### src/rtl/rfs_pkg.sv
package rfs_pkg;

    typedef enum logic [1:0] {
        TXR_OK      = 2'd0,
        TXR_RETRY   = 2'd1,
        TXR_TIMEOUT = 2'd2
    } txres_e;

    typedef enum logic [3:0] {
        ST_IDLE, ST_TXLOAD, ST_TRIG_RD, ST_TRIG_WR, ST_TXWAIT,
        ST_IST_RD, ST_TXST_RD, ST_BLK_RD, ST_BLK_WR,
        ST_LEN_RD, ST_FIFO_RD, ST_UNB_RD, ST_UNB_WR
    } seq_e;

    typedef struct packed {
        logic [7:0] len;
        logic [7:0] lqi;
        logic [7:0] rssi;
    } rxinfo_t;

    // radio register addresses the sequencer must hit
    localparam logic [5:0] REG_TRIG   = 6'h1B;
    localparam logic [5:0] REG_TXRES  = 6'h24;
    localparam logic [5:0] REG_ISTAT  = 6'h31;
    localparam logic [5:0] REG_RXGATE = 6'h39;
    localparam logic [9:0] ADR_TXBUF  = 10'h000;
    localparam logic [9:0] ADR_RXLEN  = 10'h300;
    localparam logic [9:0] ADR_RXDAT  = 10'h301;

    function automatic logic [7:0] short_cmd(input logic [5:0] r, input logic wr);
        return {1'b0, r, wr};
    endfunction

    function automatic logic [7:0] long_hi(input logic [9:0] a);
        return {1'b1, a[9:3]};
    endfunction

    function automatic logic [7:0] long_lo(input logic [9:0] a, input logic wr);
        return {a[2:0], wr, 4'b0000};
    endfunction

    function automatic logic [7:0] clamp_len(input logic [7:0] v, input logic [7:0] lim);
        return (v > lim) ? lim : v;
    endfunction

endpackage

### src/rtl/rfs_irq_edge.sv
module rfs_irq_edge (
    input  logic clk,
    input  logic rst,
    input  logic irq_n,
    input  logic mask,
    input  logic clr,
    output logic pend
);
    logic s1, s2, s3;

    always_ff @(posedge clk) begin
        if (rst) begin
            s1   <= 1'b1;
            s2   <= 1'b1;
            s3   <= 1'b1;
            pend <= 1'b0;
        end else begin
            s1 <= irq_n;
            s2 <= s1;
            s3 <= s2;
            if (clr)
                pend <= 1'b0;
            else if (s3 && !s2 && !mask)
                pend <= 1'b1;
        end
    end

    // a pending request never appears from an edge seen while masked
    a_r11_masked_edge: assert property (@(posedge clk) disable iff (rst)
        $rose(pend) |-> !$past(mask));

endmodule

### src/rtl/rfs_wait_timer.sv
module rfs_wait_timer #(
    parameter int W = 24
) (
    input  logic         clk,
    input  logic         rst,
    input  logic         start,
    input  logic         run,
    input  logic [W-1:0] limit,
    output logic         expired
);
    logic [W-1:0] cnt;

    assign expired = (cnt >= limit);

    always_ff @(posedge clk) begin
        if (rst)
            cnt <= '0;
        else if (start)
            cnt <= '0;
        else if (run && !expired)
            cnt <= cnt + 1'b1;
    end

    // once reached, expiry persists until the next start
    a_r6_expiry_holds: assert property (@(posedge clk) disable iff (rst)
        (run && expired && !start) |=> expired);

endmodule

### src/rtl/rfs_len_clamp.sv
module rfs_len_clamp import rfs_pkg::*; #(
    parameter int LIM  = 143,
    parameter int DROP = 2
) (
    input  logic [7:0] raw,
    input  logic [7:0] cap,
    output logic [7:0] take,
    output logic [7:0] keep
);
    localparam logic [7:0] LIM8  = 8'(LIM);
    localparam logic [7:0] DROP8 = 8'(DROP);

    assign take = clamp_len(clamp_len(raw, LIM8), cap);
    assign keep = (take >= DROP8) ? (take - DROP8) : 8'd0;

    // the accepted length respects both limits
    always_comb begin
        a_r8_take_bound: assert (take <= LIM8 && take <= cap && keep <= take);
    end

endmodule

### src/rtl/rfs_frame_seq.sv
module rfs_frame_seq import rfs_pkg::*; #(
    parameter int TX_MAX = 126,
    parameter int RX_MAX = 143,
    parameter int TMR_W  = 24
) (
    input  logic             clk,
    input  logic             rst,
    input  logic             irq_n,
    input  logic             tx_start,
    input  logic [7:0]       tx_len,
    output logic [7:0]       tx_rd_addr,
    input  logic [7:0]       tx_rd_data,
    input  logic [TMR_W-1:0] tx_timeout,
    output logic             tx_busy,
    output logic             tx_done,
    output logic [1:0]       tx_status,
    input  logic [7:0]       rx_cap,
    output logic             rx_wr_en,
    output logic [7:0]       rx_wr_addr,
    output logic [7:0]       rx_wr_data,
    output logic             rx_done,
    output logic [7:0]       rx_len,
    output logic [7:0]       rx_lqi,
    output logic [7:0]       rx_rssi,
    output logic             spi_req,
    output logic [7:0]       spi_wdata,
    output logic             spi_last,
    input  logic             spi_done,
    input  logic [7:0]       spi_rdata
);
    localparam logic [7:0] TX_LIM  = 8'(TX_MAX);
    localparam logic [7:0] HDR_TX  = 8'd4;  // command(2) + header length + length
    localparam logic [7:0] HDR_RX  = 8'd2;  // command(2)

    seq_e       state;
    logic [7:0] idx, scr, ntx, nrx, nkeep;
    logic       txw, tx_pend, rx_flag, gate_on;
    txres_e     tx_res;
    rxinfo_t    rxi;
    logic       irq_pend, svc, irq_clr, tmr_exp, tmr_start;
    logic       blast;
    logic [7:0] rx_take, rx_keep;

    // ---------------- helpers ----------------
    rfs_irq_edge u_irq (
        .clk(clk), .rst(rst), .irq_n(irq_n),
        .mask(svc), .clr(irq_clr), .pend(irq_pend)
    );

    rfs_wait_timer #(.W(TMR_W)) u_tmr (
        .clk(clk), .rst(rst), .start(tmr_start), .run(txw),
        .limit(tx_timeout), .expired(tmr_exp)
    );

    rfs_len_clamp #(.LIM(RX_MAX), .DROP(2)) u_rxlen (
        .raw(spi_rdata), .cap(rx_cap), .take(rx_take), .keep(rx_keep)
    );

    assign svc = !(state inside {ST_IDLE, ST_TXLOAD, ST_TRIG_RD, ST_TRIG_WR, ST_TXWAIT});
    assign irq_clr   = (state == ST_IDLE || state == ST_TXWAIT) && irq_pend;
    assign tmr_start = (state == ST_TRIG_WR) && spi_done && blast;

    assign tx_busy    = tx_pend | txw;
    assign tx_status  = tx_res;
    assign tx_rd_addr = idx - HDR_TX;
    assign rx_len     = rxi.len;
    assign rx_lqi     = rxi.lqi;
    assign rx_rssi    = rxi.rssi;

    assign rx_wr_en   = (state == ST_FIFO_RD) && spi_done && (idx >= HDR_RX)
                        && ((idx - HDR_RX) < nkeep);
    assign rx_wr_addr = idx - HDR_RX;
    assign rx_wr_data = spi_rdata;

    // ---------------- byte generator ----------------
    always_comb begin
        spi_req   = 1'b1;
        spi_wdata = 8'h00;
        blast     = (idx == 8'd1);
        case (state)
            ST_IDLE, ST_TXWAIT: begin
                spi_req = 1'b0;
                blast   = 1'b0;
            end
            ST_TXLOAD: begin
                blast = (idx == ntx + 8'd3);
                case (idx)
                    8'd0:    spi_wdata = long_hi(ADR_TXBUF);
                    8'd1:    spi_wdata = long_lo(ADR_TXBUF, 1'b1);
                    8'd2:    spi_wdata = 8'h00;
                    8'd3:    spi_wdata = ntx;
                    default: spi_wdata = tx_rd_data;
                endcase
            end
            ST_TRIG_RD: spi_wdata = (idx == 8'd0) ? short_cmd(REG_TRIG, 1'b0) : 8'h00;
            ST_TRIG_WR: spi_wdata = (idx == 8'd0) ? short_cmd(REG_TRIG, 1'b1)
                                                  : ((scr | 8'h01) & 8'hFB);
            ST_IST_RD:  spi_wdata = (idx == 8'd0) ? short_cmd(REG_ISTAT, 1'b0) : 8'h00;
            ST_TXST_RD: spi_wdata = (idx == 8'd0) ? short_cmd(REG_TXRES, 1'b0) : 8'h00;
            ST_BLK_RD, ST_UNB_RD:
                        spi_wdata = (idx == 8'd0) ? short_cmd(REG_RXGATE, 1'b0) : 8'h00;
            ST_BLK_WR:  spi_wdata = (idx == 8'd0) ? short_cmd(REG_RXGATE, 1'b1) : (scr | 8'h04);
            ST_UNB_WR:  spi_wdata = (idx == 8'd0) ? short_cmd(REG_RXGATE, 1'b1) : (scr & 8'hFB);
            ST_LEN_RD: begin
                blast = (idx == 8'd2);
                case (idx)
                    8'd0:    spi_wdata = long_hi(ADR_RXLEN);
                    8'd1:    spi_wdata = long_lo(ADR_RXLEN, 1'b0);
                    default: spi_wdata = 8'h00;
                endcase
            end
            ST_FIFO_RD: begin
                blast = (idx == nrx + 8'd3);
                case (idx)
                    8'd0:    spi_wdata = long_hi(ADR_RXDAT);
                    8'd1:    spi_wdata = long_lo(ADR_RXDAT, 1'b0);
                    default: spi_wdata = 8'h00;
                endcase
            end
            default: begin
                spi_req = 1'b0;
                blast   = 1'b0;
            end
        endcase
        spi_last = blast;
    end

    // ---------------- sequencer ----------------
    always_ff @(posedge clk) begin
        if (rst) begin
            state   <= ST_IDLE;
            idx     <= '0;
            scr     <= '0;
            ntx     <= '0;
            nrx     <= '0;
            nkeep   <= '0;
            txw     <= 1'b0;
            tx_pend <= 1'b0;
            rx_flag <= 1'b0;
            gate_on <= 1'b0;
            tx_done <= 1'b0;
            tx_res  <= TXR_OK;
            rx_done <= 1'b0;
            rxi     <= '0;
        end else begin
            tx_done <= 1'b0;
            rx_done <= 1'b0;
            if (tx_start && !tx_busy) begin
                tx_pend <= 1'b1;
                ntx     <= clamp_len(tx_len, TX_LIM);
            end
            case (state)
                ST_IDLE: begin
                    if (irq_pend)
                        state <= ST_IST_RD;
                    else if (tx_pend) begin
                        state   <= ST_TXLOAD;
                        tx_pend <= 1'b0;
                        txw     <= 1'b1;
                    end
                end
                ST_TXWAIT: begin
                    if (irq_pend)
                        state <= ST_IST_RD;
                    else if (tmr_exp) begin
                        tx_done <= 1'b1;
                        tx_res  <= TXR_TIMEOUT;
                        txw     <= 1'b0;
                        state   <= ST_IDLE;
                    end
                end
                default: if (spi_done) begin
                    idx <= blast ? 8'd0 : idx + 8'd1;
                    if (state == ST_FIFO_RD && idx == nrx + 8'd2)
                        rxi.lqi <= spi_rdata;
                    if (blast) begin
                        case (state)
                            ST_TXLOAD:  state <= ST_TRIG_RD;
                            ST_TRIG_RD: begin scr <= spi_rdata; state <= ST_TRIG_WR; end
                            ST_TRIG_WR: state <= ST_TXWAIT;
                            ST_IST_RD: begin
                                rx_flag <= spi_rdata[3];
                                if (spi_rdata[0] && txw)
                                    state <= ST_TXST_RD;
                                else if (spi_rdata[3])
                                    state <= ST_BLK_RD;
                                else
                                    state <= txw ? ST_TXWAIT : ST_IDLE;
                            end
                            ST_TXST_RD: begin
                                tx_done <= 1'b1;
                                tx_res  <= spi_rdata[0] ? TXR_RETRY : TXR_OK;
                                txw     <= 1'b0;
                                state   <= rx_flag ? ST_BLK_RD : ST_IDLE;
                            end
                            ST_BLK_RD:  begin scr <= spi_rdata; state <= ST_BLK_WR; end
                            ST_BLK_WR:  begin gate_on <= 1'b1; state <= ST_LEN_RD; end
                            ST_LEN_RD: begin
                                nrx   <= rx_take;
                                nkeep <= rx_keep;
                                state <= ST_FIFO_RD;
                            end
                            ST_FIFO_RD: begin
                                rxi.rssi <= spi_rdata;
                                rxi.len  <= nkeep;
                                state    <= ST_UNB_RD;
                            end
                            ST_UNB_RD:  begin scr <= spi_rdata; state <= ST_UNB_WR; end
                            ST_UNB_WR: begin
                                gate_on <= 1'b0;
                                rx_done <= 1'b1;
                                state   <= txw ? ST_TXWAIT : ST_IDLE;
                            end
                            default: state <= ST_IDLE;
                        endcase
                    end
                end
            endcase
        end
    end

    // ---------------- assertions ----------------
    // a byte request is held steady until the master answers
    a_r13_req_hold: assert property (@(posedge clk) disable iff (rst)
        (spi_req && !spi_done) |=> (spi_req && $stable(spi_wdata) && $stable(spi_last)));

    // a reported transmit leaves the sequencer free for the next one
    a_r5_done_frees: assert property (@(posedge clk) disable iff (rst)
        tx_done |=> !tx_busy);

    // transmit loading never overlaps blocked reception
    a_r12_no_load_gated: assert property (@(posedge clk) disable iff (rst)
        (state == ST_TXLOAD) |-> !gate_on);

    // delivered bytes stay below the largest checksum-free length
    a_r9_wr_bound: assert property (@(posedge clk) disable iff (rst)
        rx_wr_en |-> (rx_wr_addr < 8'(RX_MAX - 2)));

    // payload fetches stay inside the truncated frame
    a_r3_fetch_bound: assert property (@(posedge clk) disable iff (rst)
        (state == ST_TXLOAD && idx >= HDR_TX && spi_req) |-> (tx_rd_addr < TX_LIM));

endmodule

### config.mk
export PLATFORM = sky130hd
export DESIGN_NAME = rfs_frame_seq
export DESIGN_NICKNAME = d
export VERILOG_FILES = /design/src/rtl/rfs_pkg.sv /design/src/rtl/rfs_irq_edge.sv /design/src/rtl/rfs_wait_timer.sv /design/src/rtl/rfs_len_clamp.sv /design/src/rtl/rfs_frame_seq.sv
export SDC_FILE = /design/constraint.sdc
export NUM_CORES = 1
export LEC_CHECK = 0
export CORE_AREA = 8 8 160 162
export DETAILED_ROUTE_END_ITERATION = 12
export DIE_AREA = 0 0 168 170
export DONT_BUFFER_PORTS = 1
export SYNTH_ARGS = -nofsm -noshare
export SYNTH_HDL_FRONTEND = slang
export SYNTH_SLANG_ARGS = --single-unit
export TNS_END_PERCENT = 100
### constraint.sdc
create_clock -name clk -period 4.3 [get_ports clk]
set_clock_uncertainty 0.1 [all_clocks]
set_input_delay 0.43 -clock clk [delete_from_list [all_inputs] [get_ports clk]]
set_output_delay 0.43 -clock clk [all_outputs]
set_load 0.02 [all_outputs]
==> flow_metrics.env <==
export IMPL_netlist_area_leader_share_pct=28.3
export IMPL_dieWidth_microns=168
export IMPL_cts_tree="yes"
export IMPL_slew_viol_final=0
export IMPL_cts_buffers_inserted=9
export IMPL_postCtsSetupBuffers=0
export IMPL_hold_buffers=0
export IMPL_clk_latency_ns=0.37
export IMPL_grt_start_max_net_pins=86
export IMPL_wl_met1_mm=9.55
export IMPL_rows=56
export IMPL_route_detailed_drc=0
export IMPL_dpl_hpwl_mm=16.5
export IMPL_required_ns=3.77
export IMPL_powerDensity_nw_per_um2=288
export IMPL_dr_first_iter_drc_count=433
export IMPL_cellLeakagePower_uw=0.00306
export IMPL_antenna_found_initial=0
export IMPL_wire_per_inst_microns=18.5
export IMPL_diodes=0
export IMPL_grt_ovfl_total=0
export IMPL_routed_top_layer="met4"
export IMPL_fmax_mhz=254
export IMPL_slew_headroom_pct=18.3
export IMPL_grt_pass1_wl_mm=34.5
export IMPL_path_class="reg -> out"
export IMPL_cp_max_fo=7
export IMPL_final_hold_violation_count=0
export IMPL_setup_violations_final=0
export IMPL_hold_path_class="in -> reg"
export IMPL_drv_cap=0
export IMPL_ant_nets=0
export IMPL_worstSetupEndpointType="output pin"
export IMPL_tns_ns=0
export IMPL_dr_wl_met3_mm=1.50
export IMPL_r2r_start="state[2]"
export IMPL_clockBufferDepth=2
export IMPL_area_growth_pct=7.31
export IMPL_worst_pin_slew_ns=1.21
export IMPL_dr_wl_met2_mm=10.4
export IMPL_drive_gt1_share_pct=6.72
export IMPL_ys_types=70
export IMPL_first_pass_iters=5
export IMPL_syn_num_nets=1029
export IMPL_yosysTopAreaCell="dfxtp_1"
export IMPL_syn_area_per_cell_sq_um=7.89
export IMPL_fin_crit_sh_pct=91.7
export IMPL_yosysSeqAreaShare_pct=28.3
export IMPL_netlist_area_sq_um=7230
export IMPL_synth_edff_count=0
export IMPL_die_h_microns=170
export IMPL_ys_ff_latch=102
export IMPL_gp_congestion=0.865
export IMPL_clk_pin_slew_ns=0.08
export IMPL_routed_via_density=5.36
export IMPL_coreArea_sq_um=23100
export IMPL_start_kind="flip-flop"
export IMPL_grt_total_usage_pct=15.1
export IMPL_cts_sinks=102
export IMPL_synthArstFlopShare_pct=0
export IMPL_hold_start="rst"
export IMPL_irDropWorstVdd_v=0.000165
export IMPL_routed_via_count=6341
export IMPL_rsz0062_at_grt="no"
export IMPL_grt_pass1_vias=6120
export IMPL_ys_warn_count=0
export IMPL_layout_setup_ws_ns=0.356
export IMPL_post_cts_resized=0
export IMPL_ios=125
export IMPL_synthTopCellsByArea="dfxtp_1 28%, ha_1 9.0%, xnor2_1 5.1%, nor2_1 4.9%, mux2i_1 4.7%"
export IMPL_syn_inst=916
export IMPL_period_needed_ns=3.94
export IMPL_port_buffers=0
export IMPL_dieArea_sq_um=28600
export IMPL_arrival_ns=3.41
export IMPL_outcome="finished clean"
export IMPL_totalWireLength_mm=21.9
export IMPL_final_net_count=1001
export IMPL_start_util_pct=31.3
export IMPL_clockRootBuffer="clkbuf_16"
export IMPL_layout_commonest_cell="dfxtp_1"
export IMPL_pre_cts_slack_ns=0.559
export IMPL_htreeDepth=3
export IMPL_fillers=2429
export IMPL_synth_main_ff_cell="dfxtp_1"
export IMPL_crit_path_start="idx[2]"
export IMPL_most_common_layout_cells="102 x dfxtp_1, 94 x nor2_1, 61 x a21oi_1, 57 x inv_1, 52 x ha_1"
[layer usage]
metal | up-vias | global-route usage (%)
met4 | 0 | 4.97
met1 | 2992 | 18.2
met5 | - | 0
li1 | 3141 | -
met3 | 27 | 4.63
met2 | 181 | 25.4
[registers in the layout, indices dropped and copies added, names as in the netlist]
signal      cells
nrx             8
rx_rssi         8
tx_pend         1
rx_lqi          8
nkeep           8
tx_status       2
ntx             8
tx_done         1
idx             8
state           4
scr             7
u_irq.s1        1
rx_done         1
rx_flag         1
u_irq.s3        1
u_irq.pend      1
u_irq.s2        1
txw             1
u_tmr.cnt      24
rx_len          8
[kinds of logic after synthesis]
group | synth area share [%]
adders and majority gates | 9.00
xor gates and xnor gates | 8.36
and+or+nand+nor | 23.2
DFF | 28.3
buffers and inverters | 7.45
AOI/OAI and AO/OA | 17.9
muxes | 5.80
[final timing paths]
kind / endpoint / slack (ns) / cells past startpoint
worst max-delay path: rx_wr_en / 0.36 / 10
worst min-delay path: rx_flag / 0.06 / 1
worst max register to register: scr[4] / 0.71 / 11
worst min register to register: u_irq.s2 / 0.33 / 1
[worst max-delay path, stage by stage, from the launching register on]
cell and delay, ns:
dfxtp_1 0.51, inv_1 0.27, ha_1 0.35, a21boi_0 0.34
xor2_1 0.53, ha_1 0.34, nor2b_1 0.12, o21ai_0 0.15
nand2b_1 0.07, a31oi_1 0.18, buf_4 0.17
[synth_stat cells, types with 3 or more instances]
cell	count
nor2_1	94
a211oi_1	14
or2_2	5
buf_1	3
o22ai_1	5
nor3_1	19
nand2_1	50
o211ai_1	6
buf_4	11
a22oi_1	8
and2_1	4
buf_6	3
mux2i_1	34
mux2_2	6
nor4_1	5
o21ai_1	3
nand4_1	20
a21oi_1	61
buf_2	10
a31oi_1	6
nand2b_1	29
clkbuf_1	38
and3_1	17
inv_1	57
o21a_1	5
o2111a_1	3
xor2_1	27
or3_1	6
ha_1	52
o31ai_1	5
nor2b_1	11
dfxtp_1	102
nor3b_1	4
xnor2_1	42
nand3b_1	8
a21o_1	10
o21ai_0	43
a41oi_1	3
nand3_1	45
a211o_1	3
[power by group]
group / internal (uW) / switching [uW]
combinational: 150 / 261
clock: 407 / 427
sequential: 962 / 26.5
total: 1520 / 715
[metrics by stage]
step / std cells / hold WS, ns / area [sq um] / util (%) / total power, uW
2_1_floorplan: 916 / 0.289 / 7230 / - / 1330
4_1_cts: 1183 / 0.0333 / 7750 / 33.6 / 2260
3_3_place_gp: 1167 / 0.332 / 7460 / 32.4 / 1420
6_report: 1183 / 0.0635 / 7750 / 33.6 / 2230
3_5_place_dp: 1167 / 0.332 / 7460 / 32.4 / 1420
5_1_grt: 1183 / 0.0380 / 7750 / 33.6 / 2350
[final cells by class]
type	count	area, sq um	area share (%)
inverters	58	218	2.81
well taps	290	363	4.68
clock inverters	7	65.1	0.839
clock buffers	9	225	2.90
repair buffers	26	195	2.52
flip-flops and latches	102	2040	26.3
multi-input cells	691	4650	59.9
Power figures use the tool's default switching activity.
